[config.mk]
export PLATFORM = sky130hd
export DESIGN_NAME = fcmp_flag_unit
export DESIGN_NICKNAME = d
export VERILOG_FILES = /design/src/rtl/fcmp_pkg.sv /design/src/rtl/fcmp_classify.sv /design/src/rtl/fcmp_order.sv /design/src/rtl/fcmp_flag_unit.sv
export SDC_FILE = /design/constraint.sdc
export NUM_CORES = 1
export LEC_CHECK = 0
export CAP_MARGIN = 20
export CORE_MARGIN = 5
export CORE_UTILIZATION = 43
export CTS_BUF_LIST = sky130_fd_sc_hd__clkbuf_16
export DETAILED_ROUTE_END_ITERATION = 6
export HOLD_SLACK_MARGIN = 0.06
export PLACE_DENSITY_LB_ADDON = 0.08
export REMOVE_ABC_BUFFERS = 1
export SLEW_MARGIN = 20
export SYNTH_ARGS = -nofsm -noshare
export SYNTH_HDL_FRONTEND = slang
export SYNTH_SLANG_ARGS = --single-unit
[constraint.sdc]
create_clock -name clk -period 7.33 [get_ports clk]
set_clock_uncertainty 0.15 [all_clocks]
set_input_delay 1.8325 -clock clk [delete_from_list [all_inputs] [get_ports clk]]
set_output_delay 1.8325 -clock clk [all_outputs]
set_load 0.02 [all_outputs]
[src/rtl/fcmp_pkg.sv]
package fcmp_pkg;
    localparam int OP_W  = 64;
    localparam int MAG_W = OP_W - 1;

    typedef enum logic [0:0] {
        ST_IDLE = 1'b0,
        ST_DONE = 1'b1
    } fcmp_state_e;

    localparam logic [3:0] NZCV_EQ = 4'hC;
    localparam logic [3:0] NZCV_LT = 4'h8;
    localparam logic [3:0] NZCV_GT = 4'h2;
    localparam logic [3:0] NZCV_UN = 4'h3;

    typedef struct packed {
        logic             sign;
        logic             nan;
        logic             snan;
        logic             zero;
        logic [MAG_W-1:0] mag;
    } fp_class_t;
endpackage

[src/rtl/fcmp_classify.sv]
module fcmp_classify
    import fcmp_pkg::*;
#(
    parameter int SP_EXP = 8,
    parameter int SP_MAN = 23,
    parameter int DP_EXP = 11,
    parameter int DP_MAN = 52
) (
    input  logic            is_double,
    input  logic [OP_W-1:0] word,
    output fp_class_t       cls
);
    localparam int SP_W = 1 + SP_EXP + SP_MAN;
    localparam int DP_W = 1 + DP_EXP + DP_MAN;

    logic [SP_EXP-1:0] sp_exp;
    logic [SP_MAN-1:0] sp_man;
    logic [DP_EXP-1:0] dp_exp;
    logic [DP_MAN-1:0] dp_man;

    assign sp_exp = word[SP_MAN +: SP_EXP];
    assign sp_man = word[SP_MAN-1:0];
    assign dp_exp = word[DP_MAN +: DP_EXP];
    assign dp_man = word[DP_MAN-1:0];

    always_comb begin
        cls = '0;
        if (is_double) begin
            cls.sign = word[DP_W-1];
            cls.nan  = (&dp_exp) && (|dp_man);
            cls.snan = cls.nan && !dp_man[DP_MAN-1];
            cls.mag  = MAG_W'(word[DP_W-2:0]);
        end else begin
            cls.sign = word[SP_W-1];
            cls.nan  = (&sp_exp) && (|sp_man);
            cls.snan = cls.nan && !sp_man[SP_MAN-1];
            cls.mag  = MAG_W'(word[SP_W-2:0]);
        end
        cls.zero = (cls.mag == '0);
    end
endmodule

[src/rtl/fcmp_order.sv]
module fcmp_order
    import fcmp_pkg::*;
(
    input  fp_class_t  a,
    input  fp_class_t  b,
    input  logic       signalling,
    output logic [3:0] nzcv,
    output logic       invalid
);
    logic any_nan;
    logic any_snan;
    logic mag_below;

    assign any_nan   = a.nan  || b.nan;
    assign any_snan  = a.snan || b.snan;
    assign mag_below = a.mag < b.mag;

    always_comb begin
        if (any_nan)
            nzcv = NZCV_UN;
        else if (a.zero && b.zero)
            nzcv = NZCV_EQ;
        else if (a.sign != b.sign)
            nzcv = a.sign ? NZCV_LT : NZCV_GT;
        else if (a.mag == b.mag)
            nzcv = NZCV_EQ;
        else if (mag_below ^ a.sign)
            nzcv = NZCV_LT;
        else
            nzcv = NZCV_GT;
    end

    assign invalid = signalling ? any_nan : any_snan;

    always_comb begin
        if (!any_nan) begin
            assert_ordered_no_invalid_R8: assert (!invalid);
        end
    end
endmodule

[src/rtl/fcmp_flag_unit.sv]
module fcmp_flag_unit
    import fcmp_pkg::*;
(
    input  logic        clk,
    input  logic        rst_n,
    input  logic        start,
    input  logic        is_double,
    input  logic        signalling,
    input  logic [63:0] op_a,
    input  logic [63:0] op_b,
    input  logic [31:0] status_in,
    output logic [3:0]  flags,
    output logic [31:0] status_out,
    output logic        invalid,
    output logic        done
);
    localparam int N_OPS = 2;

    fcmp_state_e     state_q, state_d;
    logic [OP_W-1:0] ops [N_OPS];
    fp_class_t       cls [N_OPS];
    logic [3:0]      nzcv_c;
    logic            inv_c;

    assign ops[0] = op_a;
    assign ops[1] = op_b;

    for (genvar i = 0; i < N_OPS; i++) begin : g_cls
        fcmp_classify u_cls (
            .is_double (is_double),
            .word      (ops[i]),
            .cls       (cls[i])
        );
    end

    fcmp_order u_order (
        .a          (cls[0]),
        .b          (cls[1]),
        .signalling (signalling),
        .nzcv       (nzcv_c),
        .invalid    (inv_c)
    );

    always_comb begin
        state_d = state_q;
        unique case (state_q)
            ST_IDLE: state_d = start ? ST_DONE : ST_IDLE;
            ST_DONE: state_d = start ? ST_DONE : ST_IDLE;
        endcase
    end

    always_ff @(posedge clk) begin
        if (!rst_n) state_q <= ST_IDLE;
        else        state_q <= state_d;
    end

    always_ff @(posedge clk) begin
        if (!rst_n) begin
            flags      <= '0;
            status_out <= '0;
            invalid    <= 1'b0;
        end else if (start) begin
            flags      <= nzcv_c;
            status_out <= {nzcv_c, status_in[27:1], status_in[0] | inv_c};
            invalid    <= inv_c;
        end
    end

    assign done = (state_q == ST_DONE);

    assert_done_follows_start_R11: assert property (@(posedge clk) disable iff (!rst_n)
        start |=> done);
    assert_done_needs_start_R11: assert property (@(posedge clk) disable iff (!rst_n)
        done |-> $past(start));
    assert_flags_legal_R4: assert property (@(posedge clk) disable iff (!rst_n)
        done |-> (flags == NZCV_EQ || flags == NZCV_LT || flags == NZCV_GT || flags == NZCV_UN));
    assert_nibble_in_status_R7: assert property (@(posedge clk) disable iff (!rst_n)
        done |-> status_out[31:28] == flags);
    assert_low_bits_kept_R7: assert property (@(posedge clk) disable iff (!rst_n)
        done |-> status_out[27:1] == $past(status_in[27:1]));
    assert_sticky_invalid_R10: assert property (@(posedge clk) disable iff (!rst_n)
        (done && invalid) |-> status_out[0]);
    assert_invalid_unordered_R9: assert property (@(posedge clk) disable iff (!rst_n)
        (done && invalid) |-> flags == NZCV_UN);
endmodule

After elaboration in Yosys (flattened, before gate mapping). Index checks and enable logic that the tools add are counted.

Register bits after elaboration: 38. Memories: 0. Input port bits: 165. Memory bits (writable): 0. Memory bits (read-only): 0. Output and inout bits: 38. Bits in latches: 0. Word-level logic and storage cells: 46.

Multipliers: 0. Bitwise logic cells: 2. Divide/modulo/power cells: 0. Equal/unequal tests: 2. Magnitude comparators: 1. Shifts and indexed selects: 0. Reductions and logical operators: 25. Add/subtract/negate cells: 0. Muxes and demuxes: 12.

Operators with widths (count): 63-bit logical NOT (2); 63-bit two-way mux (2); 52-bit OR reduction (2); 63-bit equality test (1); 63-bit < comparator (1); 23-bit OR reduction (2); 4-bit two-way mux (6); 11-bit AND reduction (2); 8-bit AND reduction (2); 1-bit logical AND (9); 3-bit two-way mux (2); 1-bit logical NOT (4); 1-bit logical OR (2); 1-bit two-way mux (2); 1-bit inequality test (1); 1-bit bitwise OR (1); 1-bit XOR (1).

Longest topological paths before layout. Gate-level depths: netlist (run 1).

Word-level depth: 10. Mapped depth: 13. Gate-level depth less buffers: 10.

By module. A second synthesis (run 1) with hierarchy kept.

Cells, all modules: 572. Area total of the unflattened synthesis: 4458.0 sq um.

Modules (own cells, without submodules): fcmp_order (cells an instance 241, area an instance 1680.4 sq um, sequential area each 0.0 sq um, instances 1); fcmp_classify (cells an instance 109, area an instance 721.9 sq um, sequential area each 0.0 sq um, instances 2); fcmp_flag_unit (cells an instance 113, area an instance 1333.8 sq um, sequential area each 680.7 sq um, instances 1).

Least setup slack after synthesis (run 1). OpenSTA, ideal clock, no wires.

Kind: input to register. From: input is_double. To: register flags[3]. Data required time: 7.058 ns. Data arrival time: 4.573 ns. Slack: 2.485 ns. Cell stages on the path: 13. Library setup time: 0.122 ns. Buffers on the path: 3. Path through: clkbuf_1 > clkbuf_1 > clkbuf_1 > nand2_1 > ha_1 > a21o_1 > a21o_1 > a221o_1 > a221o_1 > a211oi_2 > a22o_1 > and3_1 > a21oi_2.

Cells in the longest elaborated chain, start to end: 8. Elaborated cells on any way between the ends: 18. Classes of those cells: order compare (1); eq/ne (2); mux (10); bitwise (1); reduce/logical (4).

Ends and longest elaborated chain: start, declared (line fcmp_flag_unit.sv:7) `input logic is_double,`; 63-bit two-way mux (line fcmp_classify.sv:28) `if (is_double) begin`; 63-bit < comparator (line fcmp_order.sv:16) `assign mag_below = a.mag < b.mag;`; 1-bit XOR (line fcmp_order.sv:27) `else if (mag_below ^ a.sign)`; 4-bit two-way mux (line fcmp_order.sv:27); 4-bit two-way mux (line fcmp_order.sv:25) `else if (a.mag == b.mag)`; 4-bit two-way mux (line fcmp_order.sv:23) `else if (a.sign != b.sign)`; 4-bit two-way mux (line fcmp_order.sv:21) `else if (a.zero && b.zero)`; 4-bit two-way mux * (line fcmp_order.sv:19) `if (any_nan)`; end signal, assigned (line fcmp_flag_unit.sv:63) `flags <= nzcv_c;`; end, declared (line fcmp_flag_unit.sv:12) `output logic [3:0] flags,`.

Every way passes the cells marked *; elsewhere a longest branch is shown, timed or not. A chain may end at the register's enable or synchronous reset.

Worst setup path after layout (run 1). Ends and elaborated chain as after synthesis.

==> metrics, run 1 <==
die height=102 um; commonest non-fill, non-tap cell in the layout=clkdlybuf4s50_1; outcome=finished, final reports clean; Internal=0.000510 W; Final Cycle Share=66.4%; leakage power=2.50 nW; root buffer cell=clkbuf_16; Worst Path Buf+Inv=1; Compound-Gate Fraction of Synth Area=13.2%; routed vias/inst=5.34; vias in the first global route=4011; pin count of the biggest net entering global routing=75; Area Overhead vs Synth=60.5%; critical path class=input port to flop; number of I/O pins=203; post-layout min period=4.86 ns; share of cells above drive strength 1=2.34%; Mapped Area=0.00360 mm^2; Async SR Flop Fraction=0%; Flop pwr share=28.7%; hold path cells=1; Setup violations, final=0; RSZ-0062 raised after global routing=no; sequential area share after synthesis=18.9%; worst-path maximum fanout=74; CP Cell Sequence=buf_2 -> nand2_1 -> ha_1 -> nand4_1 -> nor4_1 -> nand4_1 -> nor2_1 -> a211oi_2 -> a22o_1 -> and3_1 -> a21oi_2; Yosys cell types=47; f_max=206 MHz; Yosys reg bits=34; main flop type after synthesis=dfxtp_1; Fin. Hold Viols=0; largest family of logic cells by synthesized area=simple AND/OR/NAND/NOR gates; core area=0.00818 mm^2; peak supply drop=0.0969 mV; clock-pin slew on the worst setup and hold paths=0.05 ns; Sw Pwr=0.000195 W; DRT Wirelength=11500 um; post-synthesis adder-cell area fraction=21.9%; # clock sinks=34; Die W=102 um; Syn Area/Cell=7.92 um^2; mux contribution to synthesized area=7.50%; antenna cells=0; Post-Syn Instances=455; Starting Density=44.1%; FF-to-FF End=flags[3]; type of origin of the critical path=input port; Slew Limit Fails=0; total CTS buffers=5; arrival time worst endpoint=4.92 ns; Placed Cells incl. Taps=739; fin util=70.7%; crit-path leading delay family=simple AND/OR/NAND/NOR gates; CP required=7.39 ns; H-Tree Depth=2; Most common cell on crit path=nand4_1; Post-Synth XOR/XNOR Area=0%; vias=3987; slowest stage delay, CP=0.77 ns; setup tns final=0 ns; Crit. path cell count=11; post_cts resized=0; CP max stage cell=buf_2; first-pass GRT wire length=18100 um; Worst setup EP type=flop; slew margin rel.=31.0%; DP HPWL=9880 um; depth of the most critical reg-to-reg path=3; Placer Congestion=0.879; Hold Startpoint=invalid; switching fraction of total power=27.6%; Nets=869; initial antenna violation count=0; Post-route DRC=0; clock latency at the later pin of the worst-skew pair=0.27 ns; PD cells=122 mW/mm^2; final non-filler cell total=747; Post-synth EDFFs=0; Clk network pwr share=33.3%; Reg-to-Reg Start=flags[3]; grt total ovfl=0; Die Area=0.0103 mm^2; global-route usage over all layers=21.5%; drt pass-1 iters=4; initial DRC count=127; simple-gate share of the synthesized area=32.7%; Syn. warnings=0; Cell Rows=33; CTS Hold Buffers Added=0; most frequent cells in the layout=clkdlybuf4s50_1 (196), ha_1 (63), nand2_1 (49); DR WL/cell=15.4 um; Comb power frac=38.1%; hold path endpoint=invalid; clk buf depth=2; I/O Buffers=198; worst hold path class=flop to flop; R2R setup slack=6.27 ns; Worst-Margin Slew=1.03 ns; DRT antenna net count=0; postcts setup bufs=0; max cap viols=0; CTS tree=done
==> layout make-up <==
| type | instances | area, um^2 |
|---|---|---|
| multi-input cells | 369 | 2710 |
| fillers | 651 | 2390 |
| repair buffers | 198 | 1970 |
| flip-flops and latches | 34 | 681 |
| well taps | 105 | 131 |
| clock buffers | 5 | 125 |
| inverters | 33 | 124 |
| clock inverters | 3 | 40.0 |
==> logic make-up (layout without fill, tap and decap cells) <==
group | after synthesis | after routing
flops | 34 | 34
buf+inv | 52 | 239
mux | 27 | 27
simple gates | 210 | 210
fa+ha+maj | 63 | 63
compound gates | 69 | 69
==> layer usage <==
layer / vias to the layer above / global-route usage (%) / share of wire [%]
met3: 14 / 3.99 / 5.6
met2: 121 / 37.8 / 50
met5: - / 0 / 0
met1: 1806 / 27.4 / 44
met4: 0 / 4.50 / 1.4
li1: 2046 / - / -
==> metrics by stage <==
| stage | setup slack, ns | power [W] | cell area (um^2) | hold WS (ns) |
|---|---|---|---|---|
| final | 2.47 | 0.000704 | 5780 | 0.334 |
| after floorplan | 3.21 | 0.000316 | 3510 | 0.439 |
| after detailed placement | 2.20 | 0.000473 | 5620 | 0.328 |
| after CTS | 2.48 | 0.000709 | 5780 | 0.340 |
| after global routing | 2.17 | 0.000748 | 5780 | 0.355 |
| after global placement | 2.31 | 0.000466 | 5620 | 0.313 |
==> flip-flops by register name, summed over array words and instances (netlist names) <==
name / flops
invalid: 1
status_out: 28
flags: 4
done: 1
==> power groups by stage <==
stage          clock network, W  registers, W   logic, W
2_1_floorplan                 0      0.000221  0.0000959
3_3_place_gp                  0      0.000205   0.000260
4_1_cts                0.000239      0.000202   0.000269
6_report               0.000234      0.000202   0.000268
3_5_place_dp                  0      0.000206   0.000267
5_1_grt                0.000251      0.000203   0.000294
==> cell usage after synthesis (2+ instances only) <==
| cell type | n | share of area, % |
|---|---|---|
| a221o_1 | 4 | 1.1 |
| inv_1 | 33 | 3.4 |
| nor2_1 | 10 | 1.0 |
| a21oi_1 | 19 | 2.6 |
| o21ai_0 | 10 | 1.4 |
| clkbuf_1 | 12 | 1.3 |
| nor3_1 | 8 | 1.1 |
| nor4_1 | 29 | 5.0 |
| nand2_1 | 49 | 5.1 |
| mux2i_1 | 27 | 7.5 |
| ha_1 | 63 | 22 |
| or4_1 | 3 | 0.63 |
| a21o_1 | 15 | 3.1 |
| dfxtp_1 | 34 | 19 |
| and2_1 | 35 | 6.1 |
| nand4b_1 | 2 | 0.49 |
| nand4_1 | 21 | 3.6 |
| a211oi_1 | 2 | 0.42 |
| nand2b_1 | 2 | 0.35 |
| a221oi_1 | 3 | 0.73 |
| buf_4 | 4 | 0.83 |
| nor2b_1 | 28 | 4.9 |
| o21ai_1 | 2 | 0.28 |
| nand3_1 | 11 | 1.5 |
| and4_1 | 5 | 1.2 |
| buf_1 | 2 | 0.21 |
| nor4b_1 | 2 | 0.49 |
==> worst max-delay path by stage <==
stage | slack, ns | from | endpoint
global route | 2.17 | is_double | flags[2]
finish | 2.47 | is_double | flags[3]
CTS | 2.48 | is_double | flags[2]
detailed placement | 2.20 | is_double | flags[2]
floorplan | 3.21 | is_double | flags[3]
global placement | 2.31 | is_double | flags[3]
==> worst register-to-register path, stage by stage (launching register included) <==
cell,delay (ns)
dfxtp_1,0.37
nor2b_1,0.20
o21ai_0,0.12
a21oi_2,0.15
Note: power is estimated with default switching activity, not from simulation.
==> inputs of run 2 (changes only) <==
CORE_UTILIZATION = 36   (was 43)
clock period = 3.9 ns   (was 7.33 ns; I/O delays follow)
==> run 2 against run 1 <==
  * Hold slack better by 0.016 ns
  * Worst setup slack got worse by 2.1 ns
  * Die area increased by 17%
  * Largest power group unchanged
  * Highest routed layer unchanged
  * Sequential share of layout area is 0.12 points lower
  * Cell count increased by 4.4%
  * Critical path type unchanged
==> metrics, run 2 (synthesis gave the netlist of run 1 again) <==
outcome=finished, final reports clean; Area Overhead vs Synth=62.2%; clock-pin slew on the worst setup and hold paths=0.05 ns (about the same); total CTS buffers=5 (unchanged); crit-path leading delay family=compound AO/OA/AOI/OAI gates; critical path class=input port to flop; global-route usage over all layers=19.0% (-2.5 points); Fin. Hold Viols=0 (unchanged); initial DRC count=154 (+21%); drt pass-1 iters=4 (unchanged); DR WL met2=6010 um (+5.2%); Crit. path cell count=11 (unchanged); peak supply drop=0.206 mV (+110%); CP max stage cell=clkdlybuf4s50_1; Worst-Margin Slew=0.966 ns (-0.0693 ns); vias in the first global route=4209 (+4.9%); Die W=110 um (+8.4%); PD cells=213 mW/mm^2 (+75%); Largest register FFs=28 (unchanged); max cap viols=0 (unchanged); # clock sinks=34 (unchanged); worst-path maximum fanout=3 (-96%); core area=0.00977 mm^2 (+20%); CTS Hold Buffers Added=0 (unchanged); CP required=3.90 ns (-3.49 ns); Slew Limit Fails=0 (unchanged); Reg-to-Reg Start=flags[3]; f_max=280 MHz; commonest non-fill, non-tap cell in the layout=clkdlybuf4s50_1; timing endpoint of the critical path=flags[3]; Hold Startpoint=invalid; arrival time worst endpoint=3.58 ns (-1.34 ns); die height=110 um (+8.4%); clk buf depth=2 (unchanged); grt total ovfl=0 (unchanged); Nets=875 (+0.69%); post_cts resized=0 (unchanged); antenna cells=0 (unchanged); CTS tree=done; I/O Buffers=198 (unchanged); Setup violations, final=0 (unchanged); Placer Congestion=0.865 (-1.5%); Worst setup EP type=flop; first-pass GRT wire length=18600 um (+3.0%); Die Area=0.0121 mm^2 (+17%); number of I/O pins=203 (unchanged); pin count of the biggest net entering global routing=35 (-53%); slowest stage delay, CP=0.41 ns (-0.36 ns); leakage power=2.53 nW (+0.93%); CP Launch Point=op_a[44]; H-Tree Depth=2 (unchanged); R2R setup slack=2.87 ns (-3.40 ns); setup tns final=0 ns (unchanged); Top Metal Used=met4; Starting Density=36.9% (-7.2 points); Worst Path Buf+Inv=1 (unchanged); top flop regs=status_out (28), flags (4); clock latency at the later pin of the worst-skew pair=0.27 ns (about the same); Cell Rows=36 (+9.1%); Post-Route M1 WL=4870 um (-3.0%); Final Cycle Share=91.6%; vias=3987 (unchanged); worst hold path class=flop to flop; Post-route DRC=0 (unchanged); DRT antenna net count=0 (unchanged); most frequent cells in the layout=clkdlybuf4s50_1 (196), ha_1 (63), nand2_1 (49); share of cells above drive strength 1=2.78% (+0.45 points); post-layout min period=3.57 ns; slew margin rel.=35.4% (+4.4 points); CP Cell Sequence=clkdlybuf4s50_1 -> and2_1 -> ha_1 -> a21o_1 -> a21o_1 -> a221o_1 -> a221o_1 -> a211oi_2 -> a22o_1 -> and3_1 -> a21oi_2; postcts setup bufs=0 (unchanged); depth of the most critical reg-to-reg path=3 (unchanged); RSZ-0062 raised after global routing=no; type of origin of the critical path=input port; met3 wire len=734 um (+15%); routed vias/inst=5.11 (-4.2%); fin util=59.8% (-11 points); DR WL/cell=15.1 um (-2.1%); DRT Wirelength=11800 um (+2.2%); FF-to-FF End=flags[3]; root buffer cell=clkbuf_16; DP HPWL=10300 um (+4.4%); initial antenna violation count=0 (unchanged); register bank with the most flops=status_out
-- run 2: changes by cell type in the layout (fill, tap and decap cells not counted), sizes merged --
cell / delta
buf: +6
clkinv: -2
inv: +2
bufinv: -1
-- run 2: metal layers --
layer / vias up / global-route usage, %
li1: 2050 / -
met1: 1800 / 22.6
met2: 123 / 35.8
met3: 14 / 3.20
met4: 0 / 3.56
met5: - / 0
-- run 2: worst min path at each step --
stage	end	depth (start not counted)
2_1_floorplan	status_out[10]	2
3_3_place_gp	invalid	1
3_5_place_dp	invalid	1
4_1_cts	invalid	1
5_1_grt	invalid	1
6_report	invalid	1
-- run 2: final cells by class --
| cell class | count | area, um^2 |
|---|---|---|
| clock buffers | 5 | 125 |
| clock inverters | 2 | 7.51 |
| fillers | 911 | 3930 |
| inverters | 33 | 124 |
| multi-input cells | 369 | 2710 |
| flip-flops and latches | 34 | 681 |
| well taps | 133 | 166 |
| repair buffers | 204 | 2030 |
-- run 2: metrics by stage --
| stage | instance area, um^2 | instances | hold slack (ns) | setup WS, ns | total power [W] |
|---|---|---|---|---|---|
| after floorplan | 3510 | 436 | 0.439 | 0.636 | 0.000595 |
| after global placement | 5710 | 773 | 0.313 | 0.0917 | 0.000887 |
| after detailed placement | 5710 | 773 | 0.332 | 0.0380 | 0.000897 |
| after CTS | 5840 | 780 | 0.343 | 0.314 | 0.00126 |
| after global routing | 5840 | 780 | 0.362 | 0.0801 | 0.00133 |
| final | 5840 | 780 | 0.350 | 0.326 | 0.00124 |
-- run 2: report_power, final --
part	internal, W	switching, W	total, W	leakage [nW]
logic	0.000295	0.000215	0.000510	2.17
registers	0.000369	0.0000107	0.000380	0.281
clock network	0.000227	0.000125	0.000352	0.0723
==> inputs of run 3 (changes only) <==
CORE_UTILIZATION = 43   (was 36)
clock period = 4.6 ns   (was 3.9 ns; I/O delays follow)
==> run 3 against run 2 <==
  * Count of clock-buffer cells in the layout unchanged
  * Register-to-register slack improved by 0.65 ns
  * Non-clock buffer count down 2
  * Via count up 1.6%
  * Utilization grew 11 points
  * Global-route usage grew 3.7 points
  * Clock power rose by 8.2%
  * Critical path depth increased by 1
  * Power fell by 8.8%
  * Worst setup slack better by 0.41 ns
  * Critical path type unchanged
  * Highest routed layer unchanged
==> metrics, run 3 (synthesis gave the netlist of run 1 again) <==
PD cells=195 mW/mm^2 (-8.4%); DP HPWL=10300 um (-0.23%); total CTS buffers=5 (unchanged); Sw Pwr=0.000318 W (-9.4%); Total Power=0.00113 W (-8.8%); setup tns final=0 ns (unchanged); critical path class=input port to flop; fin util=71.2% (+11 points); post-route cell area=0.00582 mm^2 (-0.43%); Placer Congestion=0.896 (+3.6%); switching fraction of total power=28.0% (-0.18 points); Worst-Margin Slew=0.949 ns (-0.0167 ns); register bank with the most flops=status_out; Post-route DRC=0 (unchanged); Worst Path Buf+Inv=3 (+2); CTS Hold Buffers Added=0 (unchanged); DR WL/cell=16.0 um (+5.8%); Starting Density=44.1% (+7.2 points); clock-pin slew on the worst setup and hold paths=0.05 ns (about the same); Fin. Hold Viols=0 (unchanged); Worst setup EP type=flop; Largest register FFs=28 (unchanged); arrival time worst endpoint=3.92 ns (+0.34 ns); I/O Buffers=198 (unchanged); worst-path maximum fanout=42 (+39); post-layout min period=3.86 ns; drt pass-1 iters=4 (unchanged); grt total ovfl=0 (unchanged); root buffer cell=clkbuf_16; max cap viols=0 (unchanged); outcome=finished, final reports clean; Comb power frac=38.0% (-3.0 points); top flop regs=status_out (28), flags (4); vias in the first global route=4158 (-1.2%); DP Area=0.00565 mm^2 (-1.1%); Clk network pwr share=33.6% (+5.2 points); CP required=4.66 ns (+0.76 ns); type of origin of the critical path=input port; # clock sinks=34 (unchanged); vias=4051 (+1.6%); DRT antenna net count=0 (unchanged); Sequential cell area=681 um^2 (unchanged); global-route usage over all layers=22.7% (+3.7 points); Area Overhead vs Synth=61.5%; peak supply drop=0.146 mV (-29%); initial DRC count=92 (-40%); die height=102 um (-7.7%); core area=0.00818 mm^2 (-16%); Setup violations, final=0 (unchanged); CTS tree=done; H-Tree Depth=2 (unchanged); number of I/O pins=203 (unchanged); crit-path leading delay family=simple AND/OR/NAND/NOR gates; clock latency at the later pin of the worst-skew pair=0.27 ns (about the same); DRT Wirelength=12000 um (+1.8%); Nets=873 (-0.23%); clk buf depth=2 (unchanged); footprint of the multi-input gates=0.00271 mm^2 (unchanged); commonest non-fill, non-tap cell in the layout=clkdlybuf4s50_1; post_cts resized=0 (unchanged); worst hold path class=flop to flop; Die W=102 um (-7.7%); most frequent cells in the layout=clkdlybuf4s50_1 (196), ha_1 (63), nand2_1 (49); share of cells above drive strength 1=2.94% (+0.16 points); CP Cell Sequence=buf_2 -> buf_4 -> nand2_1 -> ha_1 -> nand4_1 -> nor4_1 -> buf_4 -> nand4_1 -> nor4_1 -> o221a_2 -> o211ai_1 -> a21boi_1; Slew Limit Fails=0 (unchanged); Final Cycle Share=83.9%; slowest stage delay, CP=0.49 ns (+0.08 ns); RSZ-0062 raised after global routing=no; f_max=259 MHz; Flop pwr share=28.4% (-2.2 points); fillers=662 (-27%); pin count of the biggest net entering global routing=43 (+23%); CP max stage cell=buf_2; Cell Rows=33 (-8.3%); slew margin rel.=36.7% (+1.3 points); routed vias/inst=5.39 (+5.5%); initial antenna violation count=0 (unchanged); leakage power=2.52 nW (-0.43%); first-pass GRT wire length=19100 um (+2.5%); postcts setup bufs=0 (unchanged); Internal=0.000815 W (-8.6%); antenna cells=0 (unchanged); Die Area=0.0103 mm^2 (-15%)
run 3: final timing paths:
path / end / slack (ns) / cells after the start / startpoint
max: flags[2] / 0.74 / 12 / is_double
min: invalid / 0.33 / 1 / invalid
max reg2reg: flags[3] / 3.52 / 3 / flags[3]
min reg2reg: invalid / 0.33 / 1 / invalid
run 3: metrics by stage:
step / cells / setup WS [ns] / hold slack [ns]
3_5_place_dp: 743 / 0.489 / 0.316
5_1_grt: 751 / 0.464 / 0.362
3_3_place_gp: 743 / 0.519 / 0.312
4_1_cts: 751 / 0.761 / 0.329
2_1_floorplan: 436 / 1.16 / 0.439
6_report: 751 / 0.740 / 0.327
run 3: routing by layer:
layer | track usage, % | vias up | wire length [um]
met5 | 0 | - | 0
met4 | 6.95 | 0 | 337
met3 | 4.55 | 26 | 799
met2 | 40.4 | 152 | 5900
met1 | 27.5 | 1820 | 4960
li1 | - | 2053 | -
run 3: cell type report:
class                      count  share of cell area (%)
clock inverter                 3                   0.774
sequential                    34                    11.7
timing repair buffer         202                    34.4
inverter                      33                    2.13
tap                          105                    2.26
clock buffer                   5                    2.15
multi-input combinational    369                    46.6
run 3: power groups by stage:
| stage | clock (W) | sequential (W) | combinational, W |
|---|---|---|---|
| after floorplan | 0 | 0.000351 | 0.000153 |
| after global placement | 0 | 0.000327 | 0.000417 |
| after detailed placement | 0 | 0.000328 | 0.000429 |
| after CTS | 0.000387 | 0.000322 | 0.000432 |
| after global routing | 0.000402 | 0.000324 | 0.000475 |
| final | 0.000381 | 0.000322 | 0.000431 |
